<file path="src/rtl/pbg_pkg.sv">
`timescale 1ns/1ps
package pbg_pkg;
  parameter int FETCH_W   = 13;
  parameter int BANK_LO_W = 8;
  parameter int BANK_HI_W = 2;
  parameter int BANK_W    = BANK_HI_W + BANK_LO_W;
  parameter int PHYS_W    = BANK_W + FETCH_W;
  parameter int SPR_N     = 8;
  parameter int BG_N      = 4;
  parameter int CPU_AW    = 16;
  parameter int CPU_DW    = 8;
  parameter int HPOS_W    = 9;
  parameter int BG_FOLD_W = 12;

  // Sprite-phase window inside a line
  parameter int SPR_PH_LO = 256;
  parameter int SPR_PH_HI = 320;

  parameter logic [CPU_AW-1:0] A_VCTL    = 16'h2000;
  parameter logic [CPU_AW-1:0] A_MODE    = 16'h5101;
  parameter logic [CPU_AW-1:0] A_SPR     = 16'h5120;
  parameter logic [CPU_AW-1:0] A_BG      = 16'h5128;
  parameter logic [CPU_AW-1:0] A_HI      = 16'h5130;
  parameter int                TALL_BIT  = 5;

  typedef enum logic [1:0] {PG_8K = 2'd0, PG_4K = 2'd1, PG_2K = 2'd2, PG_1K = 2'd3} page_mode_e;
endpackage

</file>
<file path="src/rtl/pbg_regs.sv">
`timescale 1ns/1ps
module pbg_regs
  import pbg_pkg::*;
(
  input  logic                clk_i,
  input  logic                rst_ni,
  input  logic                wr_en_i,
  input  logic [CPU_AW-1:0]   wr_addr_i,
  input  logic [CPU_DW-1:0]   wr_data_i,
  output logic [BANK_W-1:0]   spr_bank_o [SPR_N],
  output logic [BANK_W-1:0]   bg_bank_o  [BG_N],
  output page_mode_e          mode_o,
  output logic                bg_last_o,
  output logic                tall_o
);
  localparam int SPR_LSB = $clog2(SPR_N);
  localparam int BG_LSB  = $clog2(BG_N);

  logic [BANK_HI_W-1:0] hi_q;
  logic                 spr_hit, bg_hit;

  assign spr_hit = wr_en_i && (wr_addr_i[CPU_AW-1:SPR_LSB] == A_SPR[CPU_AW-1:SPR_LSB]);
  assign bg_hit  = wr_en_i && (wr_addr_i[CPU_AW-1:BG_LSB]  == A_BG[CPU_AW-1:BG_LSB]);

  always_ff @(posedge clk_i or negedge rst_ni) begin
    if (!rst_ni) begin
      hi_q      <= '0;
      mode_o    <= PG_8K;
      tall_o    <= 1'b0;
      bg_last_o <= 1'b0;
    end else begin
      if (wr_en_i && wr_addr_i == A_HI)   hi_q   <= wr_data_i[BANK_HI_W-1:0];
      if (wr_en_i && wr_addr_i == A_MODE) mode_o <= page_mode_e'(wr_data_i[1:0]);
      if (wr_en_i && wr_addr_i == A_VCTL) tall_o <= wr_data_i[TALL_BIT];
      if (spr_hit)     bg_last_o <= 1'b0;
      else if (bg_hit) bg_last_o <= 1'b1;
    end
  end

  for (genvar g = 0; g < SPR_N; g++) begin : g_spr
    always_ff @(posedge clk_i or negedge rst_ni) begin
      if (!rst_ni) spr_bank_o[g] <= '0;
      else if (spr_hit && wr_addr_i[SPR_LSB-1:0] == SPR_LSB'(g))
        spr_bank_o[g] <= {hi_q, wr_data_i};
    end
  end

  for (genvar g = 0; g < BG_N; g++) begin : g_bg
    always_ff @(posedge clk_i or negedge rst_ni) begin
      if (!rst_ni) bg_bank_o[g] <= '0;
      else if (bg_hit && wr_addr_i[BG_LSB-1:0] == BG_LSB'(g))
        bg_bank_o[g] <= {hi_q, wr_data_i};
    end
  end
endmodule

</file>
<file path="src/rtl/pbg_set_sel.sv">
`timescale 1ns/1ps
module pbg_set_sel
  import pbg_pkg::*;
(
  input  logic              in_frame_i,
  input  logic              tall_i,
  input  logic              bg_last_i,
  input  logic [HPOS_W-1:0] hpos_i,
  output logic              use_bg_o
);
  logic bg_phase;
  assign bg_phase = (hpos_i < HPOS_W'(SPR_PH_LO)) || (hpos_i >= HPOS_W'(SPR_PH_HI));

  // Tall sprites need both sets within one line, so phase wins in frame
  always_comb begin
    if (in_frame_i && tall_i) use_bg_o = bg_phase;
    else                      use_bg_o = bg_last_i;
  end
endmodule

</file>
<file path="src/rtl/pbg_page_map.sv">
`timescale 1ns/1ps
module pbg_page_map
  import pbg_pkg::*;
#(
  parameter int N_REGS = 8,
  parameter int FOLD_W = 13
) (
  input  page_mode_e         mode_i,
  input  logic [FETCH_W-1:0] fetch_i,
  input  logic [BANK_W-1:0]  banks_i [N_REGS],
  output logic [PHYS_W-1:0]  phys_o
);
  localparam int IDX_W = (N_REGS > 1) ? $clog2(N_REGS) : 1;
  localparam logic [FETCH_W-1:0] FOLD_MASK = FETCH_W'((1 << FOLD_W) - 1);

  logic [FETCH_W-1:0] a;
  logic [IDX_W-1:0]   idx;
  logic [BANK_W-1:0]  bank;
  logic [PHYS_W-1:0]  bank_x;

  assign a      = fetch_i & FOLD_MASK;
  assign bank   = banks_i[idx];
  assign bank_x = PHYS_W'(bank);

  // Index formula is shared; truncation to IDX_W yields the reduced-set case
  always_comb begin
    unique case (mode_i)
      PG_8K: idx = IDX_W'(3'b111);
      PG_4K: idx = IDX_W'({a[12], 2'b11});
      PG_2K: idx = IDX_W'({a[12:11], 1'b1});
      default: idx = IDX_W'(a[12:10]);
    endcase
  end

  always_comb begin
    unique case (mode_i)
      PG_8K: phys_o = (bank_x << 13) | PHYS_W'(a[12:0]);
      PG_4K: phys_o = (bank_x << 12) | PHYS_W'(a[11:0]);
      PG_2K: phys_o = (bank_x << 11) | PHYS_W'(a[10:0]);
      default: phys_o = (bank_x << 10) | PHYS_W'(a[9:0]);
    endcase
  end
endmodule

</file>
<file path="src/rtl/pattern_bank_gen.sv">
`timescale 1ns/1ps
module pattern_bank_gen
  import pbg_pkg::*;
(
  input  logic              clk_i,
  input  logic              rst_ni,
  input  logic              wr_en_i,
  input  logic [15:0]       wr_addr_i,
  input  logic [7:0]        wr_data_i,
  input  logic [12:0]       fetch_addr_i,
  input  logic [8:0]        hpos_i,
  input  logic              in_frame_i,
  output logic [22:0]       phys_addr_o
);
  logic [BANK_W-1:0] spr_bank [SPR_N];
  logic [BANK_W-1:0] bg_bank  [BG_N];
  page_mode_e        mode;
  logic              bg_last, tall, use_bg;
  logic [PHYS_W-1:0] spr_phys, bg_phys;

  pbg_regs u_regs (
    .clk_i      (clk_i),
    .rst_ni     (rst_ni),
    .wr_en_i    (wr_en_i),
    .wr_addr_i  (wr_addr_i),
    .wr_data_i  (wr_data_i),
    .spr_bank_o (spr_bank),
    .bg_bank_o  (bg_bank),
    .mode_o     (mode),
    .bg_last_o  (bg_last),
    .tall_o     (tall)
  );

  pbg_set_sel u_sel (
    .in_frame_i (in_frame_i),
    .tall_i     (tall),
    .bg_last_i  (bg_last),
    .hpos_i     (hpos_i),
    .use_bg_o   (use_bg)
  );

  pbg_page_map #(.N_REGS(SPR_N), .FOLD_W(FETCH_W)) u_spr_map (
    .mode_i  (mode),
    .fetch_i (fetch_addr_i),
    .banks_i (spr_bank),
    .phys_o  (spr_phys)
  );

  pbg_page_map #(.N_REGS(BG_N), .FOLD_W(BG_FOLD_W)) u_bg_map (
    .mode_i  (mode),
    .fetch_i (fetch_addr_i),
    .banks_i (bg_bank),
    .phys_o  (bg_phys)
  );

  assign phys_addr_o = use_bg ? bg_phys : spr_phys;
endmodule

</file>
<file path="config.mk">
export PLATFORM = sky130hd
export DESIGN_NAME = pattern_bank_gen
export DESIGN_NICKNAME = d
export VERILOG_FILES = /design/src/rtl/pbg_pkg.sv /design/src/rtl/pbg_regs.sv /design/src/rtl/pbg_set_sel.sv /design/src/rtl/pbg_page_map.sv /design/src/rtl/pattern_bank_gen.sv
export SDC_FILE = /design/constraint.sdc
export NUM_CORES = 1
export LEC_CHECK = 0
export BUFFER_PORTS_ARGS = -buffer_cell sky130_fd_sc_hd__buf_4
export CORE_AREA = 3 3 113 115
export DETAILED_ROUTE_END_ITERATION = 8
export DIE_AREA = 0 0 116 118
export PLACE_DENSITY = 0.8
export SLEW_MARGIN = 10
export SYNTH_ARGS = -nofsm -noshare
export SYNTH_HDL_FRONTEND = slang
export SYNTH_HIERARCHICAL = 1
export SYNTH_SLANG_ARGS = --single-unit
export TNS_END_PERCENT = 5
</file>
<file path="constraint.sdc">
create_clock -name clk_i -period 3.5 [get_ports clk_i]
set_clock_uncertainty 0.2 [all_clocks]
set_input_delay 0.35 -clock clk_i [delete_from_list [all_inputs] [get_ports clk_i]]
set_output_delay 0.35 -clock clk_i [all_outputs]
set_load 0.005 [all_outputs]
</file>
==> impl_results.md, run 1 <==
- Post-synth EDFFs: 0
- Slew Limit Fails: 0
- Tcrit/Tclk final: 97.9%
- Die Area: 13700 um2
- Initial Utilization: 59.7%
- # rows: 40
- Relative slew slack: 39.2%
- R2R depth: 2
- Most common cell after layout, fill and taps aside: mux2_2
- HP Start: wr_addr_i[3]
- Max_cap viols: 0
- WS Path Type: register to primary output
- Clock power frac: 50.2%
- # setup viols final: 0
- Post-Syn Nets: 654
- Combinational share of power: 5.1%
- Crit end category: primary output
- Place WS: 345 ps
- Crit-path leading delay family: multiplexers
- Worst-Margin Slew: 913 ps
- Core area: 11900 um2
- Dpl cells: 771
- Clock Latency Late Sink: 400 ps
- Clock-pin transition on the worst setup and hold timing paths: 50 ps
- Critical path origin: u_regs/mode_o[0]$_DFFE_PN0P_
- Drt initial violations: 457
- Worst flop-to-flop path startpoint: u_regs/mode_o[1]$_DFFE_PN0P_
- R2r setup slk: 2080 ps
- Tmin final: 3430 ps
- Startpoint Class: register
- Pre-Repair DR Iteration Count: 5
- Synth warn: 6
- Seq cells post-synth: 126
- Most used flip-flop cell after synthesis: dfrtp_1
- Netlist cell types: 66
- Clk sinks: 126
- Leakage: 0.00393 uW
- H-tree levels: 4
- Status: complete, no violations
- Worst Hold Path EP: u_regs/bg_last_o$_DFFE_PN0P_
- Unrepaired setup endpoints after global routing: yes
- CP max-delay cell: dfrtp_1
- Gpl congestion: 0.899
- Vias: 5245
- Cells after synthesis: 604
- Clock buffers created by TritonCTS: 17
- Switching Share: 21.8%
- # diodes: 0
- Die Ht: 118 um
- Hold Fails Final Rpt: 0
- Routed WL: 17500 um
- R2R Path End: u_regs/mode_o[1]$_DFFE_PN0P_
- Chip width: 116 um
- Post-Syn Area: 7110 um2
- HP Class: primary input to register
- Sequential cell area fraction in the yosys report: 44.3%
- WP data arrival: 2880 ps
- Buffers on Ports: 66
- Max incr delay on CP: 480 ps
- Setup ws final: 73.2 ps
- Vias in the first global route: 5370
- Final Instance Count excl. Fillers: 808
- Reg power frac: 44.7%
- Peak VDD IR: 0.000460 V
- DR vias/cell: 6.49
- WHS Path Cells: 3
- CP Buf/Inv Count: 1
- Syn Area/Cell: 11.8 um2
- Clock buffer depth: 2
- First-pass GRT wire length: 27700 um
- Initial antenna violation count: 0
- Most frequent CP cell: mux2_2
- Cell chain of the critical path: and2b_2 -> mux4_2 -> o22ai_1 -> mux2i_1 -> mux2_2 -> mux2_2 -> buf_4
- Critical Path RT: 2950 ps
- Fraction of registers with async set/reset: 100%
- Share of cells above drive strength 1: 46.1%
- Power Dens Cells: 395 nW/um2
- Tot Pwr: 3260 uW
- Root Driver: clkbuf_16
- Total gr overflow: 0
- Largest net degree at the start of global routing: 77
- Crit-path max FO: 15
- Fin nets: 698
- DR DRC count: 0
- Post-DP HPWL: 11800 um
- Area delta synth->final: 16.0%
- Total GRT Usage: 26.1%
- Detail Route Antenna Nets: 0
- CTS tree: done
- I/O pins: 73
- Pint: 2550 uW
- Switching component of the power: 710 uW
- Most frequent cells in the layout: 143 x mux2_2, 125 x dfrtp_1, 80 x buf_4, 36 x nand2_1, 30 x nor2_1
- Routed len/inst: 21.7 um
- Fmax: 292 MHz
-- worst max path at each step --
stage | end | slack [ps] | cells after the start
2_1_floorplan | phys_addr_o[19] | 890 | 8
3_3_place_gp | phys_addr_o[13] | 390 | 9
3_5_place_dp | phys_addr_o[13] | 350 | 9
4_1_cts | phys_addr_o[13] | 30 | 8
5_1_grt | phys_addr_o[19] | -20 | 8
6_report | phys_addr_o[17] | 70 | 7
-- kinds of logic after synthesis --
group / Yosys count / share of synthesized area [%]
compound gates: 97 / 9.87
buf+inv: 65 / 4.49
flops: 126 / 44.3
mux: 171 / 29.3
simple gates: 145 / 12.0
-- area by class of cell --
type                       count  area [um2]
multi-input combinational    413        3670
fill                         866        3660
clock inverter                11        91.3
sequential                   126        3160
timing repair buffer          84         653
tap                          147         184
inverter                       6        22.5
clock buffer                  21         470
-- power groups by stage --
stage / registers [uW] / clock network [uW] / logic, uW
after floorplan: 1480 / 0 / 63.0
after global placement: 1480 / 0 / 161
after detailed placement: 1480 / 0 / 166
after CTS: 1460 / 1670 / 168
after global routing: 1460 / 1730 / 181
final: 1460 / 1640 / 166
-- sequential cells by signal, indices dropped and copies added, names as in the netlist --
signal,flops
u_regs/bg_bank_o,40
u_regs/bg_last_o,1
u_regs/spr_bank_o,80
u_regs/hi_q,2
u_regs/tall_o,1
u_regs/mode_o,2
-- layer usage --
layer	wire, um	vias up	global-route usage (%)
met4	585	0	10.4
met3	1080	51	6.38
met1	7380	2624	34.8
li1	-	2318	-
met5	0	-	0
met2	8490	252	41.0
-- timing repair --
item                                    4_1_cts  5_1_grt
setup buffers                                 0        4
endpoints found under the setup margin        3        9
hold endpoints to repair                     50        0
hold buffers                                  1        0
resized for setup                             3        7
-- worst register-to-register path: stages (launching register included) --
cell and delay [ps]:
dfrtp_4 590, buf_4 240, mux2_2 270
-- synth_stat cells (3+ instances only) --
master / n / area, um2
dfrtp_1: 126 / 3150
clkbuf_1: 40 / 150
and3_1: 3 / 18.8
o221ai_1: 5 / 43.8
o21ai_0: 13 / 65.1
a211oi_1: 7 / 52.6
buf_6: 4 / 45.0
nor3b_1: 4 / 30.0
o22ai_1: 7 / 43.8
nand3_2: 6 / 60.1
mux2i_1: 5 / 50.1
nand3b_1: 3 / 22.5
mux4_2: 11 / 248
nand2_1: 36 / 135
nor3_1: 13 / 65.1
a21oi_1: 14 / 70.1
and3b_1: 4 / 35.0
nor3_4: 6 / 97.6
nand4b_1: 3 / 26.3
inv_1: 6 / 22.5
buf_2: 9 / 45.0
a32oi_1: 8 / 70.1
nand3_1: 7 / 35.0
o22a_1: 4 / 35.0
nor2b_1: 8 / 50.1
nand2b_1: 12 / 75.1
nor2_1: 30 / 113
o21bai_1: 3 / 22.5
a31oi_1: 6 / 37.5
mux2_2: 143 / 1610
buf_4: 3 / 22.5
mux2_4: 10 / 150
-- per-stage QoR --
step | utilization [%] | area [um2] | hold slack [ps] | TNS [ps]
2_1_floorplan | - | 7110 | -146 | 0
3_3_place_gp | 63.9 | 7610 | 211 | 0
3_5_place_dp | 63.9 | 7610 | 223 | 0
4_1_cts | 68.8 | 8190 | 42.1 | 0
5_1_grt | 69.3 | 8250 | 56.6 | -34.6
6_report | 69.3 | 8250 | 63.1 | 0
Note: power is estimated with default switching activity, not from simulation.
==> run 2: changes to the inputs <==
--- a/config.mk
+++ b/config.mk
@@ -6,10 +6,9 @@
 export NUM_CORES = 1
 export LEC_CHECK = 0
 export BUFFER_PORTS_ARGS = -buffer_cell sky130_fd_sc_hd__buf_4
-export CORE_AREA = 3 3 113 115
+export CORE_AREA = 3 3 140 142
 export DETAILED_ROUTE_END_ITERATION = 8
-export DIE_AREA = 0 0 116 118
-export PLACE_DENSITY = 0.8
+export DIE_AREA = 0 0 143 145
 export SLEW_MARGIN = 10
 export SYNTH_ARGS = -nofsm -noshare
 export SYNTH_HDL_FRONTEND = slang
==> run 2 against run 1 <==
Power up 4.9%. Routed wire length up 3.3%. Via count down 4.1%. Die area up 51%. Critical path depth up 2. Global-route usage down 8.6 points. Flip-flop and latch count unchanged. Combinational power about the same. Core utilization down 24 points. Fmax up 0.81%. Register-to-register slack better by 40 ps.
==> impl_results.md, run 2 (same netlist as run 1, synthesis figures left out) <==
- Status: complete, no violations (unchanged)
- Top reg by flops: u_regs/spr_bank_o (unchanged)
- Total gr overflow: 0 (unchanged)
- Clock buffer depth: 2 (unchanged)
- Chip width: 143 um (was 116 um)
- Initial antenna violation count: 0 (unchanged)
- Hold Fails Final Rpt: 0 (unchanged)
- # setup viols final: 0 (unchanged)
- CP max-delay cell: dfrtp_2 (was dfrtp_1)
- Leakage: 0.00393 uW (about the same)
- Area delta synth->final: 17.3% (was 16.0%)
- Worst-Margin Slew: 878 ps (was 913 ps)
- Crit-path max FO: 17 (was 15)
- Fin nets: 695 (was 698)
- Critical Path RT: 2950 ps (about the same)
- Drt initial violations: 332 (was 457)
- Largest net degree at the start of global routing: 62 (was 77)
- Max reg flops: 80 (unchanged)
- Share of cells above drive strength 1: 45.4% (was 46.1%)
- Cell chain of the critical path: nand2b_4 -> buf_4 -> mux2_1 -> o22ai_1 -> o22a_1 -> nand2b_1 -> a31o_1 -> mux2_2 -> buf_4 (was and2b_2 -> mux4_2 -> o22ai_1 -> mux2i_1 -> mux2_2 -> mux2_2 -> buf_4)
- HP Class: primary input to register (unchanged)
- Total GRT Usage: 17.5% (was 26.1%)
- Buffers on Ports: 66 (unchanged)
- First-pass GRT wire length: 28500 um (was 27700 um)
- Place WS: 402 ps (was 345 ps)
- WP data arrival: 2850 ps (was 2880 ps)
- Most frequent cells in the layout: 143 x mux2_2, 124 x dfrtp_1, 79 x buf_4, 36 x nand2_1, 30 x nor2_1 (was 143 x mux2_2, 125 x dfrtp_1, 80 x buf_4, 36 x nand2_1, 30 x nor2_1)
- Largest regs: u_regs/spr_bank_o x80, u_regs/bg_bank_o x40 (unchanged)
- Routed WL: 18100 um (was 17500 um)
- Vias in the first global route: 5175 (was 5370)
- Routed len/inst: 20.3 um (was 21.7 um)
- Root Driver: clkbuf_16 (unchanged)
- Die Area: 20700 um2 (was 13700 um2)
- # rows: 50 (was 40)
- Clock buffers created by TritonCTS: 17 (unchanged)
- Power Dens Cells: 410 nW/um2 (was 395 nW/um2)
- Switching Share: 20.8% (was 21.8%)
- I/O pins: 73 (unchanged)
- Unrepaired setup endpoints after global routing: yes (unchanged)
- Slew Limit Fails: 0 (unchanged)
- Initial Utilization: 38.3% (was 59.7%)
- Vias: 5028 (was 5245)
- Most frequent CP cell: buf_4 (was mux2_2)
- Core area: 18600 um2 (was 11900 um2)
- Pint: 2710 uW (was 2550 uW)
- WS Path Type: register to primary output (unchanged)
- Gpl congestion: 0.837 (was 0.899)
- Setup ws final: 101 ps (was 73.2 ps)
- Clk sinks: 126 (unchanged)
- Detail Route Antenna Nets: 0 (unchanged)
- Die Ht: 145 um (was 118 um)
- Tmin final: 3400 ps (was 3430 ps)
- DR DRC count: 0 (unchanged)
- Switching component of the power: 713 uW (was 710 uW)
- Tcrit/Tclk final: 97.1% (was 97.9%)
- Post-CTS Setup Inserts: 0 (unchanged)
- Max incr delay on CP: 480 ps (about the same)
- Pre-Repair DR Iteration Count: 4 (was 5)
- Combinational share of power: 4.9% (was 5.1%)
- Startpoint Class: register (unchanged)
- Clock-pin transition on the worst setup and hold timing paths: 60 ps (was 50 ps)
- Most common cell after layout, fill and taps aside: mux2_2 (unchanged)
- Post-DP HPWL: 12600 um (was 11800 um)
- CP Buf/Inv Count: 2 (was 1)
- CTS tree: done (unchanged)
- Crit-path leading delay family: compound AO/OA/AOI/OAI gates (was multiplexers)
- Reg power frac: 42.6% (was 44.7%)
- Relative slew slack: 41.5% (was 39.2%)
- Clock Latency Late Sink: 410 ps (was 400 ps)
- H-tree levels: 4 (unchanged)
- Hold slack: 65.4 ps (was 63.1 ps)
- # diodes: 0 (unchanged)
- DR vias/cell: 5.65 (was 6.49)
- Fmax: 294 MHz (was 292 MHz)
- Max_cap viols: 0 (unchanged)
- Peak VDD IR: 0.000317 V (was 0.000460 V)
- Crit end category: primary output (unchanged)
- Clock power frac: 52.5% (was 50.2%)
run 2: per-layer routing:
metal / part of all wire (%) / global-route usage, % / vias to the layer above
met5: 0 / 0 / -
met4: 1.3 / 5.04 / 0
li1: - / - / 2301
met3: 4.6 / 3.53 / 20
met1: 46 / 24.1 / 2579
met2: 48 / 28.0 / 128
run 2: cell type report:
type                            count  area [um2]
Tap cell                          234         293
Inverter                            6        22.5
Sequential cell                   126        3160
Timing Repair Buffer               81         614
Clock buffer                       23         488
Fill cell                        1687       10200
Clock inverter                      7         110
Multi-Input combinational cell    413        3660
run 2: path summary, 6_finish.rpt:
path / startpoint / end / cells past startpoint / slack, ps
setup / recovery: u_regs/mode_o[0]$_DFFE_PN0P_ / phys_addr_o[12] / 9 / 100
max in group asynchronous: rst_ni / u_regs/spr_bank_o[50]$_DFFE_PN0P_ / 3 / 1820
min in group asynchronous: rst_ni / u_regs/spr_bank_o[23]$_DFFE_PN0P_ / 2 / 360
setup reg to reg: u_regs/mode_o[1]$_DFFE_PN0P_ / u_regs/mode_o[1]$_DFFE_PN0P_ / 2 / 2120
hold reg to reg: u_regs/spr_bank_o[57]$_DFFE_PN0P_ / u_regs/spr_bank_o[57]$_DFFE_PN0P_ / 1 / 300
hold / removal: wr_addr_i[3] / u_regs/bg_last_o$_DFFE_PN0P_ / 3 / 70
run 2: what timing repair did:
action | CTS | global route
hold endpoints to repair | 58 | 0
endpoints found under the setup margin | 2 | 5
pin swaps | 0 | 2
hold buffers | 1 | 0
gates resized for setup | 2 | 4
run 2: worst reg2reg max path, stage by stage (launching register included):
cell and delay (ps):
dfrtp_2 500, buf_6 390, mux2_2 240
run 2: power groups by stage:
stage               logic [uW]  registers [uW]  clock network (uW)
global placement           163            1480                   0
detailed placement         168            1480                   0
finish                     166            1460                1800
CTS                        169            1460                1830
global route               183            1460                1870
floorplan                 63.0            1480                   0
run 2: through the flow:
step / setup TNS [ps] / std cells / instance area [um2] / util [%] / total power, uW
global placement: 0 / 859 / 7720 / 41.5 / 1650
CTS: 0 / 890 / 8330 / 44.8 / 3460
global route: -29.5 / 890 / 8340 / 44.9 / 3510
detailed placement: 0 / 859 / 7720 / 41.5 / 1650
finish: 0 / 890 / 8340 / 44.9 / 3420
floorplan: 0 / 604 / 7110 / - / 1550
==> run 3: changes to the inputs <==
--- a/config.mk
+++ b/config.mk
@@ -5,10 +5,10 @@
 export SDC_FILE = /design/constraint.sdc
 export NUM_CORES = 1
 export LEC_CHECK = 0
-export BUFFER_PORTS_ARGS = -buffer_cell sky130_fd_sc_hd__buf_4
 export CORE_AREA = 3 3 140 142
 export DETAILED_ROUTE_END_ITERATION = 8
 export DIE_AREA = 0 0 143 145
+export DONT_BUFFER_PORTS = 1
 export SLEW_MARGIN = 10
 export SYNTH_ARGS = -nofsm -noshare
 export SYNTH_HDL_FRONTEND = slang
==> run 3 against run 2 <==
Final cell count shrank 6.7%. Clock power grew 5%. Sequential share of layout area grew 1.8 points. Power grew 1.0%. First-iteration DRC count grew 29%. Clock-buffer cell count grew 2. Core utilization shrank 2.0 points. Highest routed layer unchanged.
==> impl_results.md, run 3 (same netlist as run 1, synthesis figures left out) <==
- Tot Pwr: 3460 uW (was 3420 uW)
- Die Area: 20700 um2 (unchanged)
- First-pass GRT wire length: 28500 um (about the same)
- Final Core Density: 42.9% (was 44.9%)
- Buffers on Ports: 0 (was 66)
- Pre-Repair DR Iteration Count: 5 (was 4)
- Filler cells: 1718 (was 1687)
- Clock power frac: 54.7% (was 52.5%)
- Met3 usage in global routing: 4.28% (was 3.53%)
- Switching Share: 19.7% (was 20.8%)
- Detail Route Antenna Nets: 0 (unchanged)
- Crit end category: primary output (unchanged)
- Max reg flops: 80 (unchanged)
- # rows: 50 (unchanged)
- Most frequent cells in the layout: 143 x mux2_2, 124 x dfrtp_1, 36 x nand2_1, 30 x nor2_1, 17 x clkbuf_16 (was 143 x mux2_2, 124 x dfrtp_1, 79 x buf_4, 36 x nand2_1, 30 x nor2_1)
- Fin nets: 634 (was 695)
- Vias: 4881 (was 5028)
- Core area: 18600 um2 (unchanged)
- Clock buffers created by TritonCTS: 17 (unchanged)
- Drt initial violations: 427 (was 332)
- CTS tree: done (unchanged)
- Gr busiest metal: met2 (unchanged)
- Top reg by flops: u_regs/spr_bank_o (unchanged)
- Critical path origin: u_regs/mode_o[1]$_DFFE_PN0P_ (was u_regs/mode_o[0]$_DFFE_PN0P_)
- Gpl congestion: 0.818 (was 0.837)
- Area after DPL: 7170 um2 (was 7720 um2)
- Root Driver: clkbuf_16 (unchanged)
- Tmin final: 3360 ps (was 3400 ps)
- WS Path Type: register to primary output (unchanged)
- Routed len/inst: 21.5 um (was 20.3 um)
- Clock-pin transition on the worst setup and hold timing paths: 60 ps (about the same)
- Routed WL: 17900 um (was 18100 um)
- Total GRT Usage: 17.6% (was 17.5%)
- # diodes: 0 (unchanged)
- Leakage: 0.00365 uW (was 0.00393 uW)
- Share of cells above drive strength 1: 37.8% (was 45.4%)
- Met2 Resource Use GR: 27.4% (was 28.0%)
- R2R depth: 3 (was 2)
- I/O pins: 73 (unchanged)
- Switching component of the power: 681 uW (was 713 uW)
- Clock buffer depth: 2 (unchanged)
- Design Area, Final: 7970 um2 (was 8340 um2)
- Most common cell after layout, fill and taps aside: mux2_2 (unchanged)
- Chip width: 143 um (unchanged)
- Largest net degree at the start of global routing: 127 (was 62)
- Unrepaired setup endpoints after global routing: no (was yes)
- DR vias/cell: 5.88 (was 5.65)
- HP Class: primary input to register (unchanged)
- Critical Path RT: 2950 ps (about the same)
- Slew Limit Fails: 0 (unchanged)
- Crit-path max FO: 15 (was 17)
- # setup viols final: 0 (unchanged)
- Combinational share of power: 3.1% (was 4.9%)
- Initial antenna violation count: 0 (unchanged)
- Largest regs: u_regs/spr_bank_o x80, u_regs/bg_bank_o x40 (unchanged)
- Die Ht: 145 um (unchanged)
- Initial Utilization: 38.3% (unchanged)
- Clk sinks: 126 (unchanged)
- H-tree levels: 4 (unchanged)
- DR DRC count: 0 (unchanged)
- Vias in the first global route: 4961 (was 5175)
- Startpoint Class: register (unchanged)
- GR Util met1: 24.8% (was 24.1%)
- Pint: 2770 uW (was 2710 uW)
- Max_cap viols: 0 (unchanged)
- Power Dens Cells: 434 nW/um2 (was 410 nW/um2)
- Relative slew slack: 43.3% (was 41.5%)
- WP data arrival: 2810 ps (was 2850 ps)
- R2R Path End: u_regs/bg_last_o$_DFFE_PN0P_ (was u_regs/mode_o[1]$_DFFE_PN0P_)
- R2r setup slk: 2000 ps (was 2120 ps)
- Worst-Margin Slew: 851 ps (was 878 ps)
- Hold Fails Final Rpt: 0 (unchanged)
- Setup_tns: 0 ps (unchanged)
- Area delta synth->final: 12.1% (was 17.3%)
- Total gr overflow: 0 (unchanged)
- Fmax: 297 MHz (was 294 MHz)
- Worst flop-to-flop path startpoint: u_regs/bg_last_o$_DFFE_PN0P_ (was u_regs/mode_o[1]$_DFFE_PN0P_)
- Crit path to: phys_addr_o[11] (was phys_addr_o[12])
- Clock Latency Late Sink: 410 ps (about the same)
- Post-DP HPWL: 11700 um (was 12600 um)
- Tcrit/Tclk final: 96.1% (was 97.1%)
- Reg power frac: 42.2% (was 42.6%)
- Status: complete, no violations (unchanged)
- Peak VDD IR: 0.000337 V (was 0.000317 V)
run 3: cell types whose count changed in the layout (fill, tap and decap cells not counted), sizes merged:
cell         delta
buf            -71
dlygate4sd3    +10
bufinv          +1
clkbuf          +2
clkinv          -2
run 3: how the worst min path moves through the flow:
| stage | start | to | slack, ps | depth (start not counted) |
|---|---|---|---|---|
| final | wr_addr_i[13] | u_regs/tall_o$_DFFE_PN0P_ | 80 | 3 |
| after global routing | wr_addr_i[13] | u_regs/tall_o$_DFFE_PN0P_ | 100 | 3 |
| after CTS | wr_addr_i[13] | u_regs/tall_o$_DFFE_PN0P_ | 60 | 3 |
| after detailed placement | rst_ni | u_regs/spr_bank_o[56]$_DFFE_PN0P_ | -140 | 0 |
| after global placement | rst_ni | u_regs/spr_bank_o[56]$_DFFE_PN0P_ | -140 | 0 |
| after floorplan | rst_ni | u_regs/bg_bank_o[0]$_DFFE_PN0P_ | -150 | 0 |
run 3: power groups by stage:
stage	registers [uW]	clock network, uW	logic (uW)
after floorplan	1480	0	63.0
after global placement	1480	0	47.0
after detailed placement	1480	0	47.3
after CTS	1460	1920	109
after global routing	1460	1980	118
final	1460	1890	106
run 3: layout make-up:
class | instances | area (um2) | area share (%)
well taps | 234 | 293 | 3.67
inverters | 6 | 22.5 | 0.283
multi-input cells | 413 | 3660 | 45.9
repair buffers | 20 | 201 | 2.53
clock buffers | 25 | 505 | 6.34
clock inverters | 6 | 130 | 1.63
flip-flops and latches | 126 | 3160 | 39.6
run 3: metrics by stage:
step | setup slack [ps] | std cells | hold WS (ps)
final | 135 | 830 | 83.2
after global routing | 17.0 | 830 | 101
after CTS | 61.4 | 829 | 64.5
after detailed placement | 427 | 786 | -137
after global placement | 390 | 786 | -136
after floorplan | 895 | 604 | -146
run 3: layer usage:
layer | vias up | routed length [um]
li1 | 2190 | -
met1 | 2541 | 8300
met2 | 134 | 8480
met3 | 16 | 903
met4 | 0 | 174
met5 | - | 0
run 3: worst max-delay path: stages, from the launching register on:
cell,delay [ps]
dfrtp_4,580
nand4b_1,250
buf_4,250
nor2_1,70
a311oi_2,310
a32oi_1,190
mux2_1,330
mux2i_1,210
mux2_2,210
run 3: timing repair:
item                                    CTS  global route
resized for setup                         2             3
hold buffers                             12             0
pin swaps                                 0             1
setup buffers                             0             1
endpoints found under the setup margin    3             7
endpoints found under the hold margin   228             0
